**src/rtl/tws_pkg.sv**
```systemverilog
package tws_pkg;

  // register select codes
  localparam logic [1:0] SEL_CTRL = 2'd0;
  localparam logic [1:0] SEL_ADDR = 2'd1;
  localparam logic [1:0] SEL_DATA = 2'd2;

  // control byte bit positions
  localparam int B_MDO  = 7;
  localparam int B_MDE  = 6;
  localparam int B_MCO  = 5;
  localparam int B_MDI  = 4;
  localparam int B_MODE = 3;
  localparam int B_SRST = 2;
  localparam int B_DIR  = 1;
  localparam int B_IRQ  = 0;

  typedef enum logic [2:0] {
    ST_IDLE,
    ST_ADDR,
    ST_ACK_ADDR,
    ST_RX,
    ST_ACK_RX,
    ST_TX,
    ST_ACK_TX
  } slv_state_t;

endpackage

```
**src/rtl/tws_sync.sv**
```systemverilog
module tws_sync #(
  parameter int              WIDTH   = 2,
  parameter int              STAGES  = 2,
  parameter logic [WIDTH-1:0] RST_VAL = '1
) (
  input  logic             clk,
  input  logic             rst_n,
  input  logic [WIDTH-1:0] d,
  output logic [WIDTH-1:0] q
);

  logic [WIDTH-1:0] pipe [STAGES];

  generate
    for (genvar s = 0; s < STAGES; s++) begin : g_stage
      if (s == 0) begin : g_first
        always_ff @(posedge clk or negedge rst_n) begin
          if (!rst_n) pipe[0] <= RST_VAL;
          else        pipe[0] <= d;
        end
      end else begin : g_next
        always_ff @(posedge clk or negedge rst_n) begin
          if (!rst_n) pipe[s] <= RST_VAL;
          else        pipe[s] <= pipe[s-1];
        end
      end
    end
  endgenerate

  assign q = pipe[STAGES-1];

endmodule

```
**src/rtl/tws_slave.sv**
```systemverilog
module tws_slave
  import tws_pkg::*;
#(
  parameter int BYTE_W = 8
) (
  input  logic              clk,
  input  logic              rst_n,
  input  logic              en,
  input  logic              scl,
  input  logic              sda,
  input  logic [BYTE_W-2:0] own_addr,
  input  logic [BYTE_W-1:0] tx_byte,
  output logic              sda_low,
  output logic              rx_valid,
  output logic [BYTE_W-1:0] rx_byte,
  output logic              byte_done,
  output logic              dir
);

  localparam int              CNT_W = $clog2(BYTE_W + 1);
  localparam logic [CNT_W-1:0] FULL = CNT_W'(BYTE_W);

  slv_state_t        state;
  logic [CNT_W-1:0]  cnt;
  logic [BYTE_W-1:0] sh;
  logic              scl_q, sda_q;
  logic              rw, seen, acked;

  logic scl_rise, scl_fall, start_c, stop_c;
  assign scl_rise = scl & ~scl_q;
  assign scl_fall = ~scl & scl_q;
  assign start_c  = scl & scl_q & sda_q & ~sda;
  assign stop_c   = scl & scl_q & ~sda_q & sda;

  always_ff @(posedge clk or negedge rst_n) begin
    if (!rst_n) begin
      state     <= ST_IDLE;
      cnt       <= '0;
      sh        <= '0;
      scl_q     <= 1'b1;
      sda_q     <= 1'b1;
      rw        <= 1'b0;
      seen      <= 1'b0;
      acked     <= 1'b0;
      sda_low   <= 1'b0;
      rx_valid  <= 1'b0;
      rx_byte   <= '0;
      byte_done <= 1'b0;
      dir       <= 1'b0;
    end else begin
      scl_q     <= scl;
      sda_q     <= sda;
      rx_valid  <= 1'b0;
      byte_done <= 1'b0;
      if (!en || stop_c) begin
        state   <= ST_IDLE;
        sda_low <= 1'b0;
        dir     <= 1'b0;
        cnt     <= '0;
      end else if (start_c) begin
        state   <= ST_ADDR;
        sda_low <= 1'b0;
        dir     <= 1'b0;
        cnt     <= '0;
      end else begin
        case (state)
          ST_ADDR: begin
            if (scl_rise) begin
              sh  <= {sh[BYTE_W-2:0], sda};
              cnt <= cnt + 1'b1;
            end else if (scl_fall && cnt == FULL) begin
              if (sh[BYTE_W-1:1] == own_addr) begin
                state   <= ST_ACK_ADDR;
                rw      <= sh[0];
                sda_low <= 1'b1;
                seen    <= 1'b0;
              end else begin
                state <= ST_IDLE;
              end
            end
          end
          ST_ACK_ADDR: begin
            if (scl_rise) begin
              seen <= 1'b1;
            end else if (scl_fall && seen) begin
              cnt <= '0;
              if (rw) begin
                state   <= ST_TX;
                sh      <= tx_byte;
                sda_low <= ~tx_byte[BYTE_W-1];
                dir     <= 1'b1;
              end else begin
                state   <= ST_RX;
                sda_low <= 1'b0;
                dir     <= 1'b0;
              end
            end
          end
          ST_RX: begin
            if (scl_rise) begin
              sh  <= {sh[BYTE_W-2:0], sda};
              cnt <= cnt + 1'b1;
            end else if (scl_fall && cnt == FULL) begin
              state     <= ST_ACK_RX;
              sda_low   <= 1'b1;
              seen      <= 1'b0;
              rx_valid  <= 1'b1;
              rx_byte   <= sh;
              byte_done <= 1'b1;
            end
          end
          ST_ACK_RX: begin
            if (scl_rise) begin
              seen <= 1'b1;
            end else if (scl_fall && seen) begin
              state   <= ST_RX;
              cnt     <= '0;
              sda_low <= 1'b0;
            end
          end
          ST_TX: begin
            if (scl_rise) begin
              cnt <= cnt + 1'b1;
            end else if (scl_fall) begin
              if (cnt == FULL) begin
                state     <= ST_ACK_TX;
                sda_low   <= 1'b0;
                seen      <= 1'b0;
                byte_done <= 1'b1;
              end else begin
                sh      <= sh << 1;
                sda_low <= ~sh[BYTE_W-2];
              end
            end
          end
          ST_ACK_TX: begin
            if (scl_rise) begin
              seen  <= 1'b1;
              acked <= ~sda;
            end else if (scl_fall && seen) begin
              cnt <= '0;
              if (acked) begin
                state   <= ST_TX;
                sh      <= tx_byte;
                sda_low <= ~tx_byte[BYTE_W-1];
              end else begin
                state   <= ST_IDLE;
                sda_low <= 1'b0;
                dir     <= 1'b0;
              end
            end
          end
          default: state <= ST_IDLE;
        endcase
      end
    end
  end

  // a held-off engine lets go of the data line
  p_disabled_release_r11: assert property (@(posedge clk) disable iff (!rst_n)
    !en |=> !sda_low)
    else $error("p_disabled_release_r11");

  // stop condition always lands in idle with the line released
  p_stop_idle_r12: assert property (@(posedge clk) disable iff (!rst_n)
    (en && stop_c) |=> (state == ST_IDLE && !sda_low))
    else $error("p_stop_idle_r12");

  // direction reads transmit during every transmitted bit
  p_tx_dir_r10: assert property (@(posedge clk) disable iff (!rst_n)
    (state == ST_TX) |-> dir)
    else $error("p_tx_dir_r10");

endmodule

```
**src/rtl/tws_port.sv**
```systemverilog
module tws_port
  import tws_pkg::*;
#(
  parameter int              DATA_W      = 8,
  parameter int              SYNC_STAGES = 2,
  parameter logic [DATA_W-1:0] ADDR_RST  = 8'h55
) (
  input  logic              clk,
  input  logic              rst_n,
  input  logic [1:0]        reg_sel,
  input  logic              reg_wr,
  input  logic [DATA_W-1:0] reg_wdata,
  output logic [DATA_W-1:0] reg_rdata,
  output logic              irq,
  input  logic              sda_in,
  input  logic              scl_in,
  output logic              sda_drive_low,
  output logic              scl_drive_low
);

  logic scl_s, sda_s, scl_s_q;
  logic mdo, mde, mco, mdi, mode, srst, irq_q;
  logic [DATA_W-1:0] own_addr_q, data_q;

  logic              slv_sda_low, slv_rx_valid, slv_done, slv_dir;
  logic [DATA_W-1:0] slv_rx_byte;

  logic wr_ctrl, wr_addr, wr_data;
  assign wr_ctrl = reg_wr && (reg_sel == SEL_CTRL);
  assign wr_addr = reg_wr && (reg_sel == SEL_ADDR);
  assign wr_data = reg_wr && (reg_sel == SEL_DATA);

  tws_sync #(.WIDTH(2), .STAGES(SYNC_STAGES), .RST_VAL(2'b11)) u_sync (
    .clk   (clk),
    .rst_n (rst_n),
    .d     ({scl_in, sda_in}),
    .q     ({scl_s, sda_s})
  );

  tws_slave #(.BYTE_W(DATA_W)) u_slave (
    .clk       (clk),
    .rst_n     (rst_n),
    .en        (~mode & ~srst),
    .scl       (scl_s),
    .sda       (sda_s),
    .own_addr  (own_addr_q[DATA_W-2:0]),
    .tx_byte   (data_q),
    .sda_low   (slv_sda_low),
    .rx_valid  (slv_rx_valid),
    .rx_byte   (slv_rx_byte),
    .byte_done (slv_done),
    .dir       (slv_dir)
  );

  always_ff @(posedge clk or negedge rst_n) begin
    if (!rst_n) begin
      scl_s_q    <= 1'b1;
      mdo        <= 1'b0;
      mde        <= 1'b0;
      mco        <= 1'b0;
      mdi        <= 1'b0;
      mode       <= 1'b0;
      srst       <= 1'b0;
      irq_q      <= 1'b0;
      own_addr_q <= ADDR_RST;
      data_q     <= '0;
    end else begin
      scl_s_q <= scl_s;
      if (wr_ctrl) begin
        mdo  <= reg_wdata[B_MDO];
        mde  <= reg_wdata[B_MDE];
        mco  <= reg_wdata[B_MCO];
        mode <= reg_wdata[B_MODE];
        srst <= reg_wdata[B_SRST];
        if (!reg_wdata[B_IRQ]) irq_q <= 1'b0;
      end
      if (slv_done) irq_q <= 1'b1;
      if (mode && !mde && scl_s && !scl_s_q) mdi <= sda_s;
      if (wr_addr) own_addr_q <= reg_wdata;
      if (slv_rx_valid)  data_q <= slv_rx_byte;
      else if (wr_data)  data_q <= reg_wdata;
    end
  end

  assign sda_drive_low = mode ? (mde & ~mdo) : slv_sda_low;
  assign scl_drive_low = mode & ~mco;
  assign irq           = irq_q;

  always_comb begin
    case (reg_sel)
      SEL_CTRL: reg_rdata = {mdo, mde, mco, mdi, mode, srst, slv_dir, irq_q};
      SEL_ADDR: reg_rdata = own_addr_q;
      SEL_DATA: reg_rdata = data_q;
      default:  reg_rdata = '0;
    endcase
  end

  // flag cannot rise without a completed byte
  p_irq_hw_set_r9: assert property (@(posedge clk) disable iff (!rst_n)
    (!irq_q && !slv_done) |=> !irq_q)
    else $error("p_irq_hw_set_r9");

  // flag cannot fall without a clearing control write
  p_irq_sw_clear_r9: assert property (@(posedge clk) disable iff (!rst_n)
    (irq_q && !(wr_ctrl && !reg_wdata[B_IRQ])) |=> irq_q)
    else $error("p_irq_sw_clear_r9");

  // own address is only changed by its write
  p_addr_hold_r2: assert property (@(posedge clk) disable iff (!rst_n)
    !wr_addr |=> $stable(own_addr_q))
    else $error("p_addr_hold_r2");

  // captured input holds when capture is not enabled
  p_mdi_hold_r4: assert property (@(posedge clk) disable iff (!rst_n)
    (mde || !mode) |=> $stable(mdi))
    else $error("p_mdi_hold_r4");

  // slave mode never pulls the clock line
  p_slave_scl_r5: assert property (@(posedge clk) disable iff (!rst_n)
    !mode |-> !scl_drive_low)
    else $error("p_slave_scl_r5");

endmodule

```
**config.mk**
```make
export PLATFORM = sky130hd
export DESIGN_NAME = tws_port
export DESIGN_NICKNAME = d
export VERILOG_FILES = /design/src/rtl/tws_pkg.sv /design/src/rtl/tws_sync.sv /design/src/rtl/tws_slave.sv /design/src/rtl/tws_port.sv
export SDC_FILE = /design/constraint.sdc
export NUM_CORES = 1
export LEC_CHECK = 0
export BUFFER_PORTS_ARGS = -buffer_cell sky130_fd_sc_hd__buf_2
export CORE_UTILIZATION = 40
export DETAILED_ROUTE_END_ITERATION = 8
export SYNTH_ARGS = -nofsm -noshare
export SYNTH_HDL_FRONTEND = slang
export SYNTH_HIERARCHICAL = 1
export SYNTH_SLANG_ARGS = --single-unit
export TNS_END_PERCENT = 10
```
**constraint.sdc**
```tcl
create_clock -name clk -period 3.45 [get_ports clk]
set_input_delay 0.5175 -clock clk [delete_from_list [all_inputs] [get_ports clk]]
set_output_delay 0.5175 -clock clk [all_outputs]
set_load 0.01 [all_outputs]
```
==> results by stage <==
STA:
- The final setup skew is 0.008955 ns.
- Setup violations remaining at the end of the flow were counted as 0.
- The headroom to the max-slew limit is 54.89%.
- Setup repair after global routing left no endpoint under its margin.
- The pin slew with the least headroom to its limit is 0.6767 ns.
- The maximum clock frequency is 427.1 MHz.
- After layout, the worst path uses 67.87% of the clock period.
- The clock period could shrink to 2.342 ns.
- The number of hold violations in the final report is 0.
- Setup total negative slack on the finished layout was measured at 0 ns.
- Final hold analysis gives a worst-case slack of 0.2200 ns.
- The final max-slew violation count is 0.

Die:
- The die covers 8539 um^2.
- From left edge to right edge, the die measures 92.41 um.
- During I/O placement, the number of pins put on the boundary was 26.
- The number of core rows is 32.
- The initial core utilization is 41.88%.
- The height of the die is 92.41 um.
- The standard cell core area is 7807 um^2.

Drt:
- The iteration count of the initial detailed-routing pass is 4.
- The detail route stage leaves a number of antenna-violating nets equal to 0.
- The count of unresolved DRC violations after routing is 0.
- In the final routed layout, each cell accounts on average for 16.92 um.
- The final layout contains routed wiring with a total length of 7.716 mm.
- After the first detailed-routing iteration, the DRC count stood at 138.
- The post-detailed-route via-to-cell ratio is 5.467.
- The total via count after detailed routing is 2493.

Worst setup path:
- The worst-path maximum fanout is 21.
- The worst setup path is captured at a flop.
- The required time of the critical path is 3.67 ns.
- The critical path goes through nand2_1, a21oi_1, o21ai_1, a2111o_1, mux2_4.
- The worst stage delay on the critical path is 0.71 ns.
- The library cell contributing the largest single delay on the critical path is sky130_fd_sc_hd__dfrtp_1.
- Data arrives at the worst endpoint at 2.56 ns.
- The category of cells accounting for the largest share of critical-path delay is compound AO/OA/AOI/OAI gates.
- STA classifies the critical path startpoint as a flop.
- The type of the worst setup path is reg2reg.
- Together, buffers and inverters on the worst path number 0.

Clocking:
- Clock-pin slew was measured on the worst setup and hold paths at 0.07 ns.
- The master cell of the clock root buffer is sky130_fd_sc_hd__clkbuf_8.
- The H-tree was split into 3 levels.
- The total clock sinks is 60.
- The number of buffers added for setup after CTS is 0.
- For this design, the CTS-stage hold fixing added 0 buffers.
- TritonCTS built the clock tree.
- In this run, CTS created clock tree buffers numbering 9.
- The clock reaches the later pin of the worst-skew pair after 0.34 ns.
- The total of cells resized after clock tree synthesis is 0.
- The worst-case clock buffer depth is 2.

Placed design:
- The placed instances occupy a cell area of 3446 um^2.
- The number of cells in the design after placement is 440.
- At the end of routability-driven placement, the weighted congestion stood at 0.8680.
- Buffers placed on the I/O ports in this run total 25.
- Detailed placement finished with a half-perimeter wire length of 5.408 mm.

Synth:
- Yosys attributes the largest share of cell area to sky130_fd_sc_hd__dfrtp_1 38%, sky130_fd_sc_hd__dfstp_2 8.8%, sky130_fd_sc_hd__mux2_2 8.3%, sky130_fd_sc_hd__nand2_1 6.2%, sky130_fd_sc_hd__a21oi_1 4.3%.
- After technology mapping, the gate count stands at 327.
- The share of the synthesized area in the top cell type is 37.50%.
- Yosys mapped a number of flops with a built-in enable equal to 0.
- The mean instance size in the synthesized netlist is 9.998 um^2.
- Synthesis inferred 60 register bits.
- The count of yosys warnings during synthesis is 6.
- Of all cell types, the one taking the most synthesized area is sky130_fd_sc_hd__dfrtp_1.
- The portion of the post-synthesis area used by sequential elements is 46.35%.
- The post-synth design cell area is 3269 um^2.
- The most used flip-flop cell after synthesis is sky130_fd_sc_hd__dfrtp_1.
- The number of nets in the synthesized netlist is 344.
- In this run, distinct cell masters in the synthesized netlist total 55.
- For this run, asynchronously set or reset flops after synthesis account for 100.0%.

Run:
- Across the run, the number of max-cap violations was 0.

Finish:
- The end-of-flow core utilization is 47.34%.
- In the final layout, the share of cells above drive strength 1 is 26.55%.
- From synthesis to final layout, the design area changed by 13.05%.
- After routing the design area is 3696 um^2.
- The final layout contains 366 nets.
- The count of antenna diodes in the layout is 0.
- Leaving out filler cells and counting taps, the final layout contains 456.

Global route:
- The largest net degree at the start of global routing is 29.
- The number of antenna violations at the first check in global routing is 0.
- Across every metal layer, demand over resource in global routing totals 20.15%.
- The wire length of the first global-routing pass is 12.90 mm.
- The leftover overflow at the end of global routing is 0.
- The via count of the first global-routing pass is 2425.

Run status:
- The flow ran to the end, and the final reports show no timing, DRC or antenna violations.

Pwr:
- The power per cell area is 504.9 nW/um^2.
- The leakage dissipation is 1.685 nW.
- The worst-case IR drop observed on VDD is 271.0 uV.

Hold path:
- The min-delay analysis places its worst path in the category in2async.
## synth_stat cells, types with 3 or more instances
| library cell | count |
|---|---|
| sky130_fd_sc_hd__nand3_1 | 5 |
| sky130_fd_sc_hd__dfrtp_1 | 49 |
| sky130_fd_sc_hd__mux2i_1 | 8 |
| sky130_fd_sc_hd__buf_4 | 4 |
| sky130_fd_sc_hd__buf_2 | 7 |
| sky130_fd_sc_hd__nor2_1 | 11 |
| sky130_fd_sc_hd__nand2_1 | 54 |
| sky130_fd_sc_hd__dfstp_2 | 11 |
| sky130_fd_sc_hd__nand2b_1 | 3 |
| sky130_fd_sc_hd__nor3_1 | 3 |
| sky130_fd_sc_hd__o21ai_0 | 25 |
| sky130_fd_sc_hd__a21oi_1 | 28 |
| sky130_fd_sc_hd__nor2b_1 | 13 |
| sky130_fd_sc_hd__clkbuf_1 | 4 |
| sky130_fd_sc_hd__nand4_1 | 6 |
| sky130_fd_sc_hd__inv_1 | 7 |
| sky130_fd_sc_hd__mux2_4 | 8 |
| sky130_fd_sc_hd__xnor2_1 | 9 |
| sky130_fd_sc_hd__o21ai_1 | 3 |
| sky130_fd_sc_hd__mux2_2 | 24 |
## stage by stage
stage          worst slack (ns)  power, mW
5_1_grt                  0.9757      1.948
3_3_place_gp              1.241      1.083
4_1_cts                   1.152      1.890
6_report                  1.108      1.866
3_5_place_dp              1.182      1.089
2_1_floorplan             1.467     0.9868
## cell type report
class                      count  area (um^2)
sequential                    60         1515
clock inverter                 4        95.09
fill                         771         4111
timing repair buffer          29        155.1
multi-input combinational    242         1622
clock buffer                  12        155.1
tap                          102        127.6
inverter                       7        26.28
## cell families (layout without fill, tap and decap cells)
kind of cell               count (synthesis)  count (layout)  synth area share, %
buffers and inverters                     25              52                4.056
AOI/OAI and AO/OA                         74              74                13.01
DFF                                       60              60                46.35
xor gates and xnor gates                   9               9                2.411
muxes                                     41              41                14.73
adders and majority gates                  2               2               0.7653
and+or+nand+nor                          116             116                18.68
## where the power goes
| part | switching [mW] | leakage [nW] | internal (mW) |
|---|---|---|---|
| registers | 0.0669 | 0.766 | 0.773 |
| clock network | 0.272 | 0.127 | 0.518 |
| logic | 0.125 | 0.792 | 0.111 |
## cells in the final DEF, fill, tap and decap left out, drive strengths merged, types with 2 or more instances in the layout
master / synthesis / final
nand2: 54 / 54
dfrtp: 49 / 49
mux2: 33 / 33
buf: 14 / 29
a21oi: 28 / 28
o21ai: 28 / 28
nor2b: 13 / 13
clkbuf: 4 / 12
nor2: 11 / 11
dfstp: 11 / 11
xnor2: 9 / 9
mux2i: 8 / 8
inv: 7 / 7
nand4: 6 / 6
nand3: 5 / 5
nor3: 4 / 4
nand3b: 4 / 4
nand2b: 3 / 3
bufinv: 0 / 3
nor3b: 3 / 3
and3b: 2 / 2
a21o: 2 / 2
and2: 2 / 2
a31oi: 2 / 2
or2b: 2 / 2
and3: 2 / 2
ha: 2 / 2
and2b: 2 / 2
## state kept, by name, indices dropped and copies added (netlist names), 2 cells and up
register and count:
data_q 8, u_slave/sh 8, u_slave/state 3, u_slave/rx_byte 8, u_sync/pipe 2, u_sync/q 2, own_addr_q 8, u_slave/cnt 4
## metal layers
layer,track usage (%),routed length [um]
met2,31.91,3692
met1,26.86,3611
met3,5.747,339
met4,5.729,74
met5,0,0
## worst reg2reg max path, stage by stage, from the launching register on
cell and delay [ns]:
sky130_fd_sc_hd__dfrtp_1 0.71, sky130_fd_sc_hd__nand2_1 0.20, sky130_fd_sc_hd__a21oi_1 0.19, sky130_fd_sc_hd__o21ai_1 0.07, sky130_fd_sc_hd__a2111o_1 0.66, sky130_fd_sc_hd__mux2_4 0.38
## worst paths after layout
check / endpoint / slack [ns] / cells after the start / from
worst max-delay path: u_slave/sh[0]$_DFFE_PN0P_ / 1.11 / 5 / u_slave/state[2]$_DFFE_PN0P_
worst min-delay path: u_slave/acked$_DFFE_PN0P_ / 0.22 / 1 / rst_n
worst max register to register: u_slave/sh[0]$_DFFE_PN0P_ / 1.11 / 5 / u_slave/state[2]$_DFFE_PN0P_
worst min register to register: u_sync/q[0]$_DFF_PN1_ / 0.35 / 0 / u_sync/pipe[2]$_DFF_PN1_
max in group asynchronous: own_addr_q[6]$_DFFE_PN1P_ / 2.45 / 2 / rst_n
min in group clk: u_sync/pipe[3]$_DFF_PN1_ / 0.27 / 1 / scl_in
No activity file was read; power rests on OpenSTA's default activity.
